<file path="src/rtl/foc_pkg.sv">
package foc_pkg;
    typedef enum logic [1:0] {
        ST_IDLE       = 2'd0,
        ST_WAIT_CS    = 2'd1,
        ST_TRACK_PRE  = 2'd2,
        ST_TRACK_POST = 2'd3
    } foc_state_e;
endpackage

</file>
<file path="src/rtl/foc_limit_sel.sv">
module foc_limit_sel #(
    parameter int BW_W  = 16,
    parameter int ACC_W = 16
) (
    input  logic [BW_W-1:0]  chan_bw,
    input  logic [1:0]       lim_sel,
    output logic [ACC_W-1:0] limit
);
    // Range fraction: shift of the bandwidth per select code; code 0 is a zero range.
    logic [BW_W-1:0] bw_frac;

    always_comb begin
        unique case (lim_sel)
            2'd0:    bw_frac = '0;
            2'd1:    bw_frac = chan_bw >> 3;
            2'd2:    bw_frac = chan_bw >> 2;
            default: bw_frac = chan_bw >> 1;
        endcase
    end

    generate
        if (ACC_W > BW_W) begin : g_wide
            assign limit = {{(ACC_W-BW_W){1'b0}}, bw_frac};
        end else begin : g_same
            assign limit = bw_frac[ACC_W-1:0];
        end
    endgenerate
endmodule

</file>
<file path="src/rtl/foc_gain_shift.sv">
module foc_gain_shift #(
    parameter int ERR_W  = 16,
    parameter int GAIN_W = 2
) (
    input  logic [ERR_W-1:0]  err_in,
    input  logic [GAIN_W-1:0] gain,
    output logic [ERR_W-1:0]  err_scaled
);
    localparam int SH_W = GAIN_W + 1;

    logic [SH_W-1:0] sh_amt;

    assign sh_amt     = {1'b0, gain} + SH_W'(1);
    assign err_scaled = $signed(err_in) >>> sh_amt;
endmodule

</file>
<file path="src/rtl/foc_sat_add.sv">
module foc_sat_add #(
    parameter int ACC_W = 16,
    parameter int ERR_W = 16
) (
    input  logic [ACC_W-1:0] acc_in,
    input  logic [ERR_W-1:0] delta,
    input  logic [ACC_W-1:0] limit,
    output logic [ACC_W-1:0] acc_out
);
    localparam int SUM_W = ACC_W + 2;

    logic signed [SUM_W-1:0] acc_x;
    logic signed [SUM_W-1:0] delta_x;
    logic signed [SUM_W-1:0] sum_x;
    logic signed [SUM_W-1:0] pos_lim;
    logic signed [SUM_W-1:0] neg_lim;

    assign acc_x   = {{(SUM_W-ACC_W){acc_in[ACC_W-1]}}, acc_in};
    assign delta_x = {{(SUM_W-ERR_W){delta[ERR_W-1]}}, delta};
    assign pos_lim = {{(SUM_W-ACC_W){1'b0}}, limit};
    assign neg_lim = -pos_lim;
    assign sum_x   = acc_x + delta_x;

    always_comb begin
        if (sum_x > pos_lim) begin
            acc_out = pos_lim[ACC_W-1:0];
        end else if (sum_x < neg_lim) begin
            acc_out = neg_lim[ACC_W-1:0];
        end else begin
            acc_out = sum_x[ACC_W-1:0];
        end
    end
endmodule

</file>
<file path="src/rtl/foc_track_top.sv">
module foc_track_top
    import foc_pkg::*;
#(
    parameter int ERR_W  = 16,
    parameter int ACC_W  = 16,
    parameter int BW_W   = 16,
    parameter int GAIN_W = 2
) (
    input  logic              clk,
    input  logic              rst_n,
    input  logic              rx_en,
    input  logic              sym_valid,
    input  logic [ERR_W-1:0]  err_in,
    input  logic              cs_in,
    input  logic              sync_found,
    input  logic              mod_ook,
    input  logic              cs_gate_en,
    input  logic [GAIN_W-1:0] gain_pre,
    input  logic [GAIN_W-1:0] gain_post,
    input  logic [1:0]        lim_sel,
    input  logic [BW_W-1:0]   chan_bw,
    input  logic              corr_wr,
    input  logic [ACC_W-1:0]  corr_wdata,
    output logic [ACC_W-1:0]  est_status,
    output logic [ACC_W-1:0]  synth_corr
);
    foc_state_e st_q, st_d;

    logic [ACC_W-1:0]  acc_q;
    logic [ACC_W-1:0]  corr_q;
    logic [ACC_W-1:0]  acc_next;
    logic [ACC_W-1:0]  limit;
    logic [ERR_W-1:0]  err_scaled;
    logic [GAIN_W-1:0] gain_sel;
    logic              tracking;
    logic              upd;
    logic              clr;

    // Next-state logic
    always_comb begin
        st_d = st_q;
        unique case (st_q)
            ST_IDLE: begin
                if (rx_en) st_d = cs_gate_en ? ST_WAIT_CS : ST_TRACK_PRE;
            end
            ST_WAIT_CS: begin
                if (!rx_en)                    st_d = ST_IDLE;
                else if (cs_in || !cs_gate_en) st_d = ST_TRACK_PRE;
            end
            ST_TRACK_PRE: begin
                if (!rx_en)          st_d = ST_IDLE;
                else if (sync_found) st_d = ST_TRACK_POST;
            end
            ST_TRACK_POST: begin
                if (!rx_en) st_d = ST_IDLE;
            end
            default: st_d = ST_IDLE;
        endcase
    end

    // State register
    always_ff @(posedge clk) begin
        if (!rst_n) st_q <= ST_IDLE;
        else        st_q <= st_d;
    end

    assign tracking = (st_q == ST_TRACK_PRE) || (st_q == ST_TRACK_POST);
    assign upd      = tracking && rx_en && sym_valid && !mod_ook;
    assign clr      = (st_q == ST_IDLE) && rx_en;
    assign gain_sel = (st_q == ST_TRACK_POST) ? gain_post : gain_pre;

    foc_limit_sel #(.BW_W(BW_W), .ACC_W(ACC_W)) u_limit (
        .chan_bw (chan_bw),
        .lim_sel (lim_sel),
        .limit   (limit)
    );

    foc_gain_shift #(.ERR_W(ERR_W), .GAIN_W(GAIN_W)) u_gain (
        .err_in     (err_in),
        .gain       (gain_sel),
        .err_scaled (err_scaled)
    );

    foc_sat_add #(.ACC_W(ACC_W), .ERR_W(ERR_W)) u_sat (
        .acc_in  (acc_q),
        .delta   (err_scaled),
        .limit   (limit),
        .acc_out (acc_next)
    );

    // Output registers: estimate and software correction
    always_ff @(posedge clk) begin
        if (!rst_n) begin
            acc_q  <= '0;
            corr_q <= '0;
        end else begin
            if (clr)      acc_q <= '0;
            else if (upd) acc_q <= acc_next;
            if (corr_wr)  corr_q <= corr_wdata;
        end
    end

    assign est_status = acc_q;
    assign synth_corr = corr_q;


    range_hold_chk: assert property (@(posedge clk) disable iff (!rst_n)
        upd |=> ($signed(acc_q) <= $signed({1'b0, $past(limit)}) &&
                 $signed(acc_q) >= -$signed({1'b0, $past(limit)})));


    ook_frozen_chk: assert property (@(posedge clk) disable iff (!rst_n)
        (mod_ook && st_q != ST_IDLE) |=> $stable(acc_q));


    cs_wait_frozen_chk: assert property (@(posedge clk) disable iff (!rst_n)
        (st_q == ST_WAIT_CS) |=> $stable(acc_q));


    idle_hold_chk: assert property (@(posedge clk) disable iff (!rst_n)
        (st_q == ST_IDLE && !rx_en) |=> $stable(est_status));


    start_clear_chk: assert property (@(posedge clk) disable iff (!rst_n)
        (st_q == ST_IDLE && rx_en) |=> (est_status == '0));


    corr_only_on_write_chk: assert property (@(posedge clk) disable iff (!rst_n)
        !corr_wr |=> $stable(synth_corr));


    sync_step_chk: assert property (@(posedge clk) disable iff (!rst_n)
        (st_q == ST_TRACK_PRE && rx_en && sync_found) |=> (st_q == ST_TRACK_POST));


    stop_idle_chk: assert property (@(posedge clk) disable iff (!rst_n)
        (st_q != ST_IDLE && !rx_en) |=> (st_q == ST_IDLE));
endmodule

</file>
<file path="config.mk">
export PLATFORM = sky130hd
export DESIGN_NAME = foc_track_top
export DESIGN_NICKNAME = d
export VERILOG_FILES = /design/src/rtl/foc_pkg.sv /design/src/rtl/foc_limit_sel.sv /design/src/rtl/foc_gain_shift.sv /design/src/rtl/foc_sat_add.sv /design/src/rtl/foc_track_top.sv
export SDC_FILE = /design/constraint.sdc
export NUM_CORES = 1
export LEC_CHECK = 0
export BUFFER_PORTS_ARGS = -buffer_cell sky130_fd_sc_hd__buf_2
export CAP_MARGIN = 20
export CORE_MARGIN = 4
export CORE_UTILIZATION = 42
export CTS_CLUSTER_SIZE = 10
export DETAILED_ROUTE_END_ITERATION = 12
export GPL_TIMING_DRIVEN = 0
export HOLD_SLACK_MARGIN = 0.05
export SYNTH_ARGS = -nofsm -noshare
export SYNTH_HDL_FRONTEND = slang
export SYNTH_HIERARCHICAL = 1
export SYNTH_SLANG_ARGS = --single-unit
</file>
<file path="constraint.sdc">
create_clock -name clk -period 19.18 [get_ports clk]
set_input_delay 3.836 -clock clk [delete_from_list [all_inputs] [get_ports clk]]
set_output_delay 3.836 -clock clk [all_outputs]
set_load 0.005 [all_outputs]
</file>
* After elaboration in Yosys (flattened, before gate mapping) *
Index checks and enable logic that the tools add are counted.

word-level totals
  output and inout bits = 32
  logic and storage cells = 43
  bits of input ports = 63
  register bits after elaboration = 34

cells by class
  shift operators = 1
  reductions and logical operators = 12
  bitwise gates (word level) = 1
  eq/ne operators = 9
  multiplexer cells = 12
  add/sub/neg operators = 3
  order comparisons = 2

operators with widths
  cell                                                              number
  15-bit one-hot mux with 3 select lines                            1
  16-bit two-way mux                                                2
  18-bit by 16-bit greater-than comparator with 1-bit output        1
  18-bit < comparator                                               1
  15-bit negation with 18-bit output                                1
  16-bit by 16-bit adder with 17-bit output                         1
  2-bit two-way mux                                                 8
  16-bit by 3-bit >>> shifter with 16-bit output                    1
  2-bit one-hot mux with 4 select lines                             1
  2-bit == test (second input constant)                             3
  3-bit inequality test (second input constant)                     2
  2-bit by 1-bit == test with 1-bit output (second input constant)  2
  1-bit logical AND                                                 4
  2-bit logical NOT                                                 2
  2-bit inequality test (second input constant)                     2
  4-bit AND reduction                                               1
  2-bit by 1-bit adder with 3-bit output (second input constant)    1
  1-bit logical NOT                                                 2
  1-bit logical OR                                                  2
  2-bit OR reduction                                                1
  1-bit inverter                                                    1

* Depth between registers and ports, before layout *
  word-level depth = 8
  gate-level depth with buffers = 31
  depth with buffers taken out = 27

* Modules after synthesis *
The synthesis kept the hierarchy.

modules (own cells, without submodules)
  module          cells an instance  seq. area each (µm²)  times used  area an instance (µm²)
  foc_sat_add     316                0.0                   1           2,242.2
  foc_track_top   136                680.7                 1           1,360.1
  foc_gain_shift  78                 0.0                   1           643.1
  foc_limit_sel   49                 0.0                   1           360.3

* Least setup slack after synthesis *
No wires, ideal clock.

  path kind = input to register
  start point = in gain_pre[0]
  end point = reg acc_q[3] (netlist: est_status[3])
  cell stages on the path = 26
  required time = 19,048 ps
  buffers on the path = 2
  slack = 10,022 ps
  data arrival time = 9,026 ps
  library setup time = 132 ps
  cells stage by stage = mux2_2 ha_1 buf_2 nor2b_1 a211oi_1 ha_1 a211oi_1 nor2_1 or2_2 a21o_1 a21o_1 a21oi_1 xnor2_1 ha_1 a21o_1 a21oi_1 o31ai_1 a22o_1 a211oi_1 a21oi_1 a211oi_2 or2_0 buf_2 mux2_2 nand2_1 a21oi_1

on the way
  longest elaborated chain between the ends = 7
  elaborated cells between the ends (all ways) = 8
  classes of those cells = 2 x add/sub; 2 x order compare; 1 x shift; 3 x mux

RTL lines
  what                                              RTL line              text
  start: declaration                                foc_track_top.sv:18   input logic [GAIN_W-1:0] gain_pre,
  2-bit two-way mux *                               foc_track_top.sv:70   assign gain_sel = (st_q == ST_TRACK_POST) ? gain_post : gain_pre;
  2-bit by 1-bit adder with 3-bit output *          foc_gain_shift.sv:13  assign sh_amt = {1'b0, gain} + SH_W'(1);
  16-bit by 3-bit >>> shifter with 16-bit output *  foc_gain_shift.sv:14  assign err_scaled = $signed(err_in) >>> sh_amt;
  via err_scaled[1]                                 foc_track_top.sv:33   logic [ERR_W-1:0] err_scaled;
  16-bit by 16-bit adder with 17-bit output *       foc_sat_add.sv:22     assign sum_x = acc_x + delta_x;
  18-bit < comparator                               foc_sat_add.sv:27     end else if (sum_x < neg_lim) begin
  16-bit two-way mux                                foc_sat_add.sv:27
  16-bit two-way mux *                              foc_sat_add.sv:25     if (sum_x > pos_lim) begin
  via acc_next[3]                                   foc_track_top.sv:31   logic [ACC_W-1:0] acc_next;
  end signal: assignment                            foc_track_top.sv:98   else if (upd) acc_q <= acc_next;
  end: declaration                                  foc_track_top.sv:29   logic [ACC_W-1:0] acc_q;

Mark *: on every way through the listed nets, which the timed path passes. The rest lies on a longest branch.
A chain may end at the register's enable or synchronous reset.

* Final worst setup path *
  start point = in gain_pre[0]
  end point = reg acc_q[3] (netlist: est_status[3])

on the way
  longest elaborated chain between the ends = 7
  elaborated cells between the ends (all ways) = 8
  classes of those cells = 2 x add/sub; 2 x order compare; 1 x shift; 3 x mux

RTL lines
  what                                              RTL line              text
  2-bit two-way mux *                               foc_track_top.sv:70
  via gain_sel[0]                                   foc_track_top.sv:34   logic [GAIN_W-1:0] gain_sel;
  2-bit by 1-bit adder with 3-bit output *          foc_gain_shift.sv:13
  16-bit by 3-bit >>> shifter with 16-bit output *  foc_gain_shift.sv:14
  via err_scaled[1]                                 foc_track_top.sv:33
  16-bit by 16-bit adder with 17-bit output *       foc_sat_add.sv:22
  18-bit < comparator                               foc_sat_add.sv:27
  16-bit two-way mux                                foc_sat_add.sv:27
  16-bit two-way mux *                              foc_sat_add.sv:25
  via acc_next[3]                                   foc_track_top.sv:31

Marks and branches as above.

==> impl_metrics.yaml <==
hold_path:
  hp-class: "register to register"
logic_synthesis:
  syn-cell-area_um2: 4610
  ys_ff_latch: 34
  synthDistinctLibCells: 75
  synth_flop_cell: "dfxtp_1"
  async_flop_share_pct: 0
  synthesis.nets: 692
  synth_seq_area_share_pct: 14.8
  netlist_instances: 579
  avgSynthCellArea_um2: 7.95
  yosysWarnings: 6
  synth_edf_count: 0
drt:
  totalWireLength_um: 12700
  dr.first_iter.drc_count: 316
  via_per_inst: 5.63
  vias: 4581
  drc: 0
  first_pass_iters: 5
  ant_nets: 0
  wl_per_cell_um: 15.6
grt:
  grt_pass1_wl_um: 21300
  grt_pass1_vias: 4482
  grt_usage_pct: 19.8
  grt_max_degree: 13
  antenna_found_initial: 0
  overflow: 0
floorplanning:
  fp-row-count: 37
  dieArea_um2: 12700
  start_util_pct: 43.8
  die-width_um: 113
  fp.coreArea_um2: 10500
  pin_count: 95
  die_h_um: 113
worst_setup_path:
  crit_arrival_ns: 10.22
  cp_data_required_time_ns: 19.35
  cp-start-kind: "primary input"
  critical_path_class: "primary input to register"
  cp_max_fo: 10
  end_kind: "register"
power:
  vdd_drop_max_uv: 29.2
  powerDensity_nw_per_um2: 55.7
  p_leak_nw: 2.51
run_status:
  outcome: "complete, no violations"
sta:
  slew_viol_final: 0
  fin_crit_ns: 10.06
  setup-tns-final_ns: 0
  clock_skew_ns: 0.0104
  final-setup-viol-count: 0
  hold_viol: 0
  grt_setup_unrepaired: "false"
  period_share_pct: 52.4
  relSlewSlack_pct: 51.8
  worst_slew_pin_slew_ns: 0.720
  fmax_mhz: 99.5
clock_network:
  cts_setup_buffers: 0
  cts-buffers-inserted: 5
  tritoncts: "built"
  cts_resized: 0
  htreeDepth: 2
  cts_hold_buf: 0
  clk_latency_ns: 0.30
  clock-sinks: 34
  cts_root_buf: "clkbuf_8"
  clkTransAtPathRegs_ns: 0.08
  cts.path.max_buffers: 2
placed_design:
  gp_congestion: 0.914
  hpwl_um: 10600
  dp.cells: 806
  io_buffers: 91
final_layout:
  fin_cells: 814
  antenna_cells: 0
  drive_gt1_share_pct: 25.5
  syn_to_final_growth_pct: 16.1
  nNetsFinal: 790
run:
  maxCapViolCount: 0
[layout make-up]
class	count	area, um^2
Clock buffer	5	68.8
Clock inverter	3	45.0
Multi-Input combinational cell	483	3550
Timing Repair Buffer	91	455
Tap cell	136	170
Inverter	29	109
Buffer	33	264
Fill cell	1028	5160
Sequential cell	34	681
[cell usage after synthesis (all sizes together), types with 2 or more instances]
cell | instances | area, um^2
nand2 | 64 | 240
a21oi | 58 | 328
ha | 49 | 613
mux2i | 47 | 478
dfxtp | 34 | 681
inv | 29 | 109
nor2 | 28 | 105
buf | 27 | 241
nor2b | 25 | 159
mux2 | 16 | 184
o21ai | 16 | 83.8
nand2b | 15 | 93.8
o22ai | 14 | 87.6
xnor2 | 14 | 130
a22oi | 12 | 95.1
nor3 | 10 | 50.1
a21o | 9 | 67.6
a211oi | 8 | 65.1
nand3 | 8 | 40.0
or2 | 8 | 50.1
or3 | 7 | 48.8
a31oi | 6 | 37.5
clkbuf | 6 | 22.5
o31ai | 6 | 58.8
xor2 | 6 | 52.6
o221ai | 5 | 43.8
or4 | 5 | 48.8
nand4 | 4 | 25.0
nor4 | 4 | 25.0
o21a | 4 | 30.0
and3 | 3 | 18.8
o211ai | 3 | 22.5
a221oi | 2 | 23.8
a22o | 2 | 17.5
a32oi | 2 | 17.5
o21bai | 2 | 15.0
o22a | 2 | 17.5
[cells by family (layout without fill, tap and decap cells)]
| logic type | count (synthesis) | after routing | share of synthesized area [%] |
|---|---|---|---|
| fa+ha+maj | 51 | 51 | 14.0 |
| flops | 34 | 34 | 14.8 |
| mux | 63 | 63 | 14.4 |
| compound gates | 161 | 161 | 23.9 |
| other cells | 1 | 1 | 0.0814 |
| xor+xnor | 20 | 20 | 3.97 |
| simple gates | 187 | 187 | 20.9 |
| buf+inv | 62 | 161 | 8.10 |
[power breakdown]
part / switching, mW / internal [mW]
clock network: 0.0305 / 0.0387
logic: 0.0870 / 0.0673
registers: 0.00129 / 0.0730
total: 0.119 / 0.179
[state kept, by name, indices dropped and copies added, names as in the netlist]
register	count
synth_corr	16
st_q	2
est_status	16
[placed cells by master (no fill, tap or decap), types with 8 or more instances in the layout]
cell type	Yosys	final
dfxtp_1	34	34
nor2b_1	24	24
mux2i_1	45	45
a21oi_1	48	48
a22oi_1	11	11
nand2b_1	15	15
o21ai_0	14	14
a21o_1	9	9
nor3_1	10	10
o22ai_1	14	14
mux2_2	13	13
a21oi_2	10	10
nand3_1	8	8
nor2_1	28	28
ha_1	49	49
buf_2	10	101
xnor2_1	13	13
inv_1	28	28
nand2_1	64	64
[per-stage QoR]
step	setup slack (ns)	utilization [%]	cell area (um^2)	hold slack (ns)	power, mW
6_report	9.12	50.9	5350	0.483	0.298
3_5_place_dp	8.95	49.8	5230	0.479	0.228
4_1_cts	9.23	50.9	5350	0.493	0.298
3_3_place_gp	8.95	49.8	5230	0.466	0.225
5_1_grt	8.71	50.9	5350	0.508	0.321
2_1_floorplan	10.02	-	4610	0.469	0.188
[critical path: stages]
cell	delay, ns
buf_2	0.10
mux2_2	0.29
ha_1	0.42
buf_2	0.23
nor2b_1	0.18
a211oi_1	0.48
ha_1	0.36
a211oi_1	0.28
nor2_1	0.11
or2_2	0.28
a21o_1	0.21
a21o_1	0.18
a21oi_1	0.17
xnor2_1	0.22
ha_1	0.32
a21o_1	0.18
a21oi_1	0.13
o31ai_1	0.11
a22o_1	0.19
a211oi_1	0.39
a21oi_1	0.17
a211oi_2	0.55
or2_0	0.16
buf_2	0.18
mux2_2	0.35
nand2_1	0.08
a21oi_1	0.06
[final timing paths]
kind                                     from             to  slack, ns  cells after the start
worst min register to register  est_status[4]  est_status[4]       0.48                      2
worst max register to register        st_q[1]  est_status[3]      12.12                     28
worst max-delay path              gain_pre[0]  est_status[3]       9.12                     27
worst min-delay path            est_status[4]  est_status[4]       0.48                      2
[layer usage]
| layer | track usage [%] | vias up | routed length (um) |
|---|---|---|---|
| li1 | - | 2316 | - |
| met1 | 27.5 | 2132 | 6030 |
| met2 | 33.1 | 127 | 5950 |
| met3 | 3.10 | 6 | 661 |
| met4 | 3.13 | 0 | 74 |
| met5 | 0 | - | 0 |
Power figures use the tool's default switching activity.
